===== src/rtl/sbb_pkg.sv =====
package sbb_pkg;

   // Operating mode derived from {clr_n, en_n}
   typedef enum logic [1:0] {
      MD_DEMUX = 2'b00,
      MD_CLEAR = 2'b01,
      MD_WRITE = 2'b10,
      MD_HOLD  = 2'b11
   } sbb_mode_t;

endpackage


===== src/rtl/sbb_mode_dec.sv =====
module sbb_mode_dec
   import sbb_pkg::*;
(
   input  logic      clr_n,
   input  logic      en_n,
   output sbb_mode_t mode
);

   always_comb begin
      unique case ({clr_n, en_n})
         2'b10:   mode = MD_WRITE;
         2'b11:   mode = MD_HOLD;
         2'b00:   mode = MD_DEMUX;
         default: mode = MD_CLEAR;
      endcase
   end

endmodule


===== src/rtl/sbb_addr_dec.sv =====
module sbb_addr_dec #(
   parameter int NUM_OUT = 8,
   localparam int ADDR_W = $clog2(NUM_OUT)
) (
   input  logic [ADDR_W-1:0]  sel,
   output logic [NUM_OUT-1:0] hit
);

   for (genvar i = 0; i < NUM_OUT; i++) begin : g_hit
      assign hit[i] = (sel == ADDR_W'(i));
   end

endmodule


===== src/rtl/sbb_store.sv =====
module sbb_store
   import sbb_pkg::*;
#(
   parameter int NUM_OUT = 8
) (
   input  logic               clk,
   input  logic               rst,
   input  sbb_mode_t          mode,
   input  logic               din,
   input  logic [NUM_OUT-1:0] hit,
   output logic [NUM_OUT-1:0] q
);

   logic [NUM_OUT-1:0] q_nxt;

   for (genvar i = 0; i < NUM_OUT; i++) begin : g_bit
      always_comb begin
         unique case (mode)
            MD_WRITE: q_nxt[i] = hit[i] ? din : q[i];
            MD_HOLD:  q_nxt[i] = q[i];
            MD_DEMUX: q_nxt[i] = hit[i] & din;
            default:  q_nxt[i] = 1'b0;
         endcase
      end
   end

   always_ff @(posedge clk) begin
      if (rst) q <= '0;
      else     q <= q_nxt;
   end

endmodule


===== src/rtl/sel_bit_bank.sv =====
module sel_bit_bank
   import sbb_pkg::*;
#(
   parameter int NUM_OUT         = 8,
   parameter bit CHK_ADDR_STABLE = 1'b1,
   localparam int ADDR_W = $clog2(NUM_OUT)
) (
   input  logic               clk,
   input  logic               rst,
   input  logic               clr_n,
   input  logic               en_n,
   input  logic               din,
   input  logic [ADDR_W-1:0]  sel,
   output logic [NUM_OUT-1:0] q
);

   if (NUM_OUT < 2) begin : g_bad_small
      $error("sel_bit_bank: NUM_OUT must be at least 2");
   end
   if ((1 << ADDR_W) != NUM_OUT) begin : g_bad_pow2
      $error("sel_bit_bank: NUM_OUT must be a power of two");
   end

   sbb_mode_t          mode;
   logic [NUM_OUT-1:0] hit;

   sbb_mode_dec u_mode (
      .clr_n (clr_n),
      .en_n  (en_n),
      .mode  (mode)
   );

   sbb_addr_dec #(.NUM_OUT(NUM_OUT)) u_addr (
      .sel (sel),
      .hit (hit)
   );

   sbb_store #(.NUM_OUT(NUM_OUT)) u_store (
      .clk  (clk),
      .rst  (rst),
      .mode (mode),
      .din  (din),
      .hit  (hit),
      .q    (q)
   );

   // Guards next to the storage
   AST_RESET_ZERO: assert property (@(posedge clk)
      rst |=> (q == '0));
   AST_WRITE_HIT: assert property (@(posedge clk) disable iff (rst)
      (mode == MD_WRITE) |=> (q[$past(sel)] == $past(din)));
   AST_WRITE_OTHERS: assert property (@(posedge clk) disable iff (rst)
      (mode == MD_WRITE) |=> (((q ^ $past(q)) & ~$past(hit)) == '0));
   AST_HOLD_STABLE: assert property (@(posedge clk) disable iff (rst)
      (mode == MD_HOLD) |=> $stable(q));
   AST_DEMUX_ONEHOT: assert property (@(posedge clk) disable iff (rst)
      (mode == MD_DEMUX) |=> ($onehot0(q) && (q[$past(sel)] == $past(din))));
   AST_CLEAR_ZERO: assert property (@(posedge clk) disable iff (rst)
      (mode == MD_CLEAR) |=> (q == '0));

   // Optional address-stability checker for back-to-back write cycles
   if (CHK_ADDR_STABLE) begin : g_addr_chk
      logic              prev_write;
      logic [ADDR_W-1:0] prev_sel;
      always_ff @(posedge clk) begin
         if (rst) prev_write <= 1'b0;
         else     prev_write <= (mode == MD_WRITE);
         prev_sel <= sel;
      end
      AST_SEL_STEADY: assert property (@(posedge clk) disable iff (rst)
         (prev_write && mode == MD_WRITE) |-> (sel == prev_sel));
   end

endmodule


===== config.mk =====
export PLATFORM = sky130hd
export DESIGN_NAME = sel_bit_bank
export DESIGN_NICKNAME = d
export VERILOG_FILES = /design/src/rtl/sbb_pkg.sv /design/src/rtl/sbb_mode_dec.sv /design/src/rtl/sbb_addr_dec.sv /design/src/rtl/sbb_store.sv /design/src/rtl/sel_bit_bank.sv
export SDC_FILE = /design/constraint.sdc
export NUM_CORES = 1
export LEC_CHECK = 0
export BUFFER_PORTS_ARGS = -buffer_cell sky130_fd_sc_hd__buf_2
export CAP_MARGIN = 20
export CORE_AREA = 2 2 39 41
export CTS_CLUSTER_DIAMETER = 60
export DETAILED_ROUTE_END_ITERATION = 8
export DIE_AREA = 0 0 41 43
export PLACE_DENSITY_LB_ADDON = 0.25
export SETUP_SLACK_MARGIN = 0.4
export SLEW_MARGIN = 20
export SYNTH_ARGS = -nofsm -noshare
export SYNTH_HDL_FRONTEND = slang
export SYNTH_SLANG_ARGS = --single-unit

===== constraint.sdc =====
create_clock -name clk -period 0.8 [get_ports clk]
set_input_delay 0 -clock clk [delete_from_list [all_inputs] [get_ports clk]]
set_output_delay 0 -clock clk [all_outputs]
set_load 0.005 [all_outputs]

======== Word-level counts from Yosys, hierarchy flattened ========
Index checks and enable logic that the tools add are counted.
storage, ports and cells
  bits in read-only memories .............. 0
  bits in writable memories ............... 0
  output and inout bits ................... 8
  register bits ........................... 8
  input port bits ......................... 8
  latch bits .............................. 0
  memories kept ........................... 0
operators by class
  add/sub/neg operators ................... 0
  reduce and logical (&&, ||, !) cells .... 11
  bitwise operators ....................... 9
  div/mod/pow operators ................... 0
  shift operators ......................... 0
  mux-type cells .......................... 17
  $mul .................................... 0
  $lt $le $gt $ge ......................... 0
  equality and inequality tests ........... 19
operator list
  cell                                                                     count
  1-bit one-hot mux with 3 select lines                                    8
  2-bit by 1-bit inequality test with 1-bit output, second input constant  8
  2-bit AND reduction                                                      8
  3-bit == test, second input constant                                     4
  1-bit AND                                                                8
  2-bit == test, second input constant                                     4
  1-bit two-way mux                                                        8
  3-bit by 2-bit == test with 1-bit output, second input constant          2
  2-bit one-hot mux with 3 select lines                                    1
  2-bit logical NOT                                                        2
  3-bit by 1-bit == test with 1-bit output, second input constant          1
  3-bit logical NOT                                                        1
  1-bit NOT                                                                1

======== Logic depth before layout (Yosys ltp) ========
  depth in word-level cells ............... 5
  gate-level depth with buffers ........... 3
  depth with buffers taken out ............ 2

======== Cells and area by module ========
A second synthesis with hierarchy kept.
unflattened totals
  cell total of the unflattened synthesis .. 54
  area, all modules ....................... 455.4 µm²
by module, submodules not included
  module        instances  cells each  area each (µm²)
  sbb_store     1          44          382.9
  sbb_addr_dec  1          8           65.1
  sbb_mode_dec  1          2           7.5

======== Worst setup path before layout ========
OpenSTA, ideal clock, no wires.
  kind .................................... input-to-reg
  start ................................... input port en_n
  end ..................................... register u_store.q[1]
  data required time ...................... 728 ps
  stages on the path ...................... 2
  path slack .............................. 194 ps
  arrival time ............................ 534 ps
  buffers on the path ..................... 0
  path through ............................ nor4b_1 > mux2i_1
on the way
  word-level cells in the longest chain between the ends .. 5
  elaborated cells between the ends (all ways) .. 11
  those cells by class .................... eq/ne: 5; mux: 2; bitwise: 1; reduce/logical: 3
ends and longest elaborated chain
  what                                                                                     RTL line            RTL
  from (decl)                                                                              sel_bit_bank.sv:11  input logic en_n,
  2-bit == test or 2-bit logical NOT (tied branches)                                       sbb_mode_dec.sv:10  unique case ({clr_n, en_n})
  2-bit one-hot mux with 3 select lines (*)                                                sbb_mode_dec.sv:10
  2-bit == test                                                                            sbb_store.sv:18     unique case (mode)
  2-bit by 1-bit inequality test with 1-bit output (no line) or 1-bit NOT (tied branches)  --
  2-bit AND reduction (no line)                                                            --
  to (signal assigned)                                                                     sbb_store.sv:29     else q <= q_nxt;
  to (decl)                                                                                sbb_store.sv:11     output logic [NUM_OUT-1:0] q
Every way passes the cells marked *; elsewhere a longest branch is shown, timed or not.
A chain may end at the register's enable or synchronous reset.

======== Worst setup path after layout ========
  start ................................... register u_store.q[4]
  end ..................................... output port q[4]
RTL lines
  what       RTL line            RTL
  to (decl)  sel_bit_bank.sv:14  output logic [NUM_OUT-1:0] q
No word-level cell between the ends.

==> summary.md <==
| Metric | Value |
|---|---|
| Status | `completed` |
| Die Wd | `roughly 40 um` |
| Ant diodes | `0` |
| Max-slew violations | `0` |
| FF+latch count, synth | `8` |
| Slew HR | `0.803` |
| Yosys cell types | `11` |
| Drt first-iter violations | `1` |
| Hold Slack | `0.0854 ns` |
| Setup TNS | `0 ns` |
| Top cell type's share of synthesized area | `0.406` |
| Io pins | `16` |
| Placed Instances | `65` |
| Net Sw Frac | `0.230` |
| CTS hold repair buffers | `0` |
| RSZ-0062 raised after global routing | `yes` |
| Synth Cell Area | `394 um^2` |
| Largest stage delay, worst path | `approximately 0.32 ns` |
| Slowest CP cell | `dfxtp_2` |
| Vias in the first global route | `slightly below 300` |
| Worst-path cell chain | `buf_2` |
| Grt ovf | `0` |
| Top cells by area in the synthesized netlist | `dfxtp_1 (41%), mux2i_1 (20%), nand3b_1 (15%), nor4b_1 (6.7%), and4bb_2 (6.3%)` |
| Max Root-Sink Buffers | `2` |
| Antenna violations before repair | `0` |
| Worst path required time | `0.80 ns` |
| Comb power frac | `0.123` |
| DRC Markers | `0` |
| Port Buffers | `15` |
| Syn nets | `between 40 and 50` |
| CTS tree | `yes` |
| Pre-Repair DR Iteration Count | `2` |
| Ys Warns | `0` |
| Clk Tree Root Cell | `clkbuf_4` |
| CTS Buf Count | `3` |
| Worst Setup End Kind | `output port` |
| # Max-Cap Violations | `0` |
| Top Registers | `u_store.q (8)` |
| Worst Clk Skew | `0 ns` |
| Synth area leader | `dfxtp_1` |
| Internal power | `between 600 and 700 uW` |
| Setup Fix Bufs, Post-CTS | `0` |
| DIE AREA | `1760 um^2` |
| First-pass GRT wire length | `between 1000 and 1500 um` |
| Area delta synth->final | `40.0%` |
| Clock power share | `0.374` |
| Seq/Total Area, Yosys | `0.406` |
| Hold Vio Cnt, Final | `0` |
| Final period util | `0.853` |
| Slew @ Worst Pin | `between 0.2 and 0.3 ns` |
| # clock sinks | `8` |
| Die H | `43 um` |
| Routed WL | `~850 um` |
| Non-Filler Instances | `a little under 70` |
| Fillers | `between 150 and 200` |
| Fmax | `between 1000 and 1500 MHz` |
| Pwr dens | `approximately 1500 nW/um^2` |
| Sw power | `approximately 190 uW` |
| Crit Path Max Fanout | `2` |
| Top delay family on crit path | `flip-flops` |
| Worst VDD drop | `roughly 670 uV` |
| Hold Crit Class | `input port to register` |
| Starting Density | `0.285` |
| Worst setup SP type | `register` |
| Largest Register | `u_store.q` |
| Final setup viols | `0` |
| Crit Path Class | `register to output port` |
| Critical Path AT | `around 0.68 ns` |
| Final Net Count | `62` |
| Syn Inst Count | `35` |
| Clock transition at the registers of the reported paths | `0.05 ns` |
| Routed Antenna Nets | `0` |
| Clk_lat worst skew | `between 0.2 and 0.3 ns` |
| Total power | `slightly above 800 uW` |
| Leakage Power | `around 0.00022 uW` |
| Drt wl/cell | `between 10 and 15 um` |
| Max reg flops | `8` |
| FP Rows | `14` |
| All-Layer GR Usage | `0.109` |
| Largest net degree at the start of global routing | `9` |
| Post-Syn Area per Cell | `between 10 and 15 um^2` |
| Layout cells sized above 1 | `0.635` |
| Core area | `roughly 1400 um^2` |
| Final estimated routing congestion in global placement | `0.654` |
| Sequential share of power | `0.503` |
| Tmin final | `roughly 0.7 ns` |
| Post-DR vias/cell | `4.85` |
| H-tree levels | `1` |
| Vias | `330` |
| Buf+Inv Stages, Crit Path | `1` |
-- routing by layer --
metal  wire (um)  GRT usage  vias to the layer above
li1            -          -                      170
met4           5      0.100                        0
met1         409      0.160                      148
met2         380      0.128                       10
met3          59     0.0157                        2
met5           0          0                        -
-- power groups by stage --
stage          Combinational [uW]  Clock [uW]  Sequential, uW
6_report                      100         303             408
5_1_grt                       109         340             409
4_1_cts                       100         321             408
3_5_place_dp                  100           0             417
3_3_place_gp                 98.5           0             417
2_1_floorplan                45.6           0             417
-- through the flow --
stage	utilization	worst slack, ns	area, um^2
floorplan	-	0.233	429
global placement	0.378	-0.0142	523
detailed placement	0.378	0.0200	523
CTS	0.394	0.103	546
global route	0.399	0.0867	552
finish	0.399	0.118	552
-- cell usage after synthesis --
library cell and instances:
mux2i_1 8, nand2b_1 1, buf_1 1, and4bb_2 2
dfxtp_1 8, nor4b_1 3, and4bb_1 1, nand4b_1 1
clkbuf_2 1, nand3b_1 8, nor4_1 1
-- final timing paths --
check,start,endpoint,slack [ns],depth (start not counted)
setup / recovery,u_store.q[4]$_SDFFE_PP0P_,q[4],0.12,1
hold / removal,clr_n,u_store.q[2]$_SDFFE_PP0P_,0.09,3
setup reg to reg,u_store.q[4]$_SDFFE_PP0P_,u_store.q[4]$_SDFFE_PP0P_,0.19,2
hold reg to reg,u_store.q[2]$_SDFFE_PP0P_,u_store.q[2]$_SDFFE_PP0P_,0.48,2
-- cell families (layout without fill, tap and decap cells) --
logic type             Yosys count  in the layout  share of synthesized area
DFF                              8              8                      0.406
muxes                            8              8                      0.203
buffers and inverters            2             19                     0.0222
and+or+nand+nor                 17             17                      0.368
-- cell usage in the layout, fill, tap and decap left out --
master | Yosys | final
nor4b_2 | 0 | 3
and4bb_2 | 2 | 2
clkbuf_4 | 0 | 3
nor4_2 | 0 | 1
nand3b_1 | 8 | 8
dfxtp_2 | 0 | 8
and4bb_1 | 1 | 1
buf_2 | 0 | 14
buf_6 | 0 | 1
mux2i_1 | 8 | 8
nand2b_1 | 1 | 1
nand4b_1 | 1 | 1
buf_4 | 0 | 1
-- final cells by class --
| class | instances | area, um^2 | share of cell area |
|---|---|---|---|
| clock buffer | 3 | 22.5 | 0.0408 |
| sequential | 8 | 170 | 0.308 |
| timing repair buffer | 16 | 88.8 | 0.161 |
| multi-input combinational | 25 | 250 | 0.454 |
| tap | 16 | 20.0 | 0.0363 |
-- what timing repair did --
action	in CTS	in global routing
cloned	0	0
resized for setup	0	1
endpoints found under the setup margin	16	16
No activity file was read; power rests on OpenSTA's default activity.
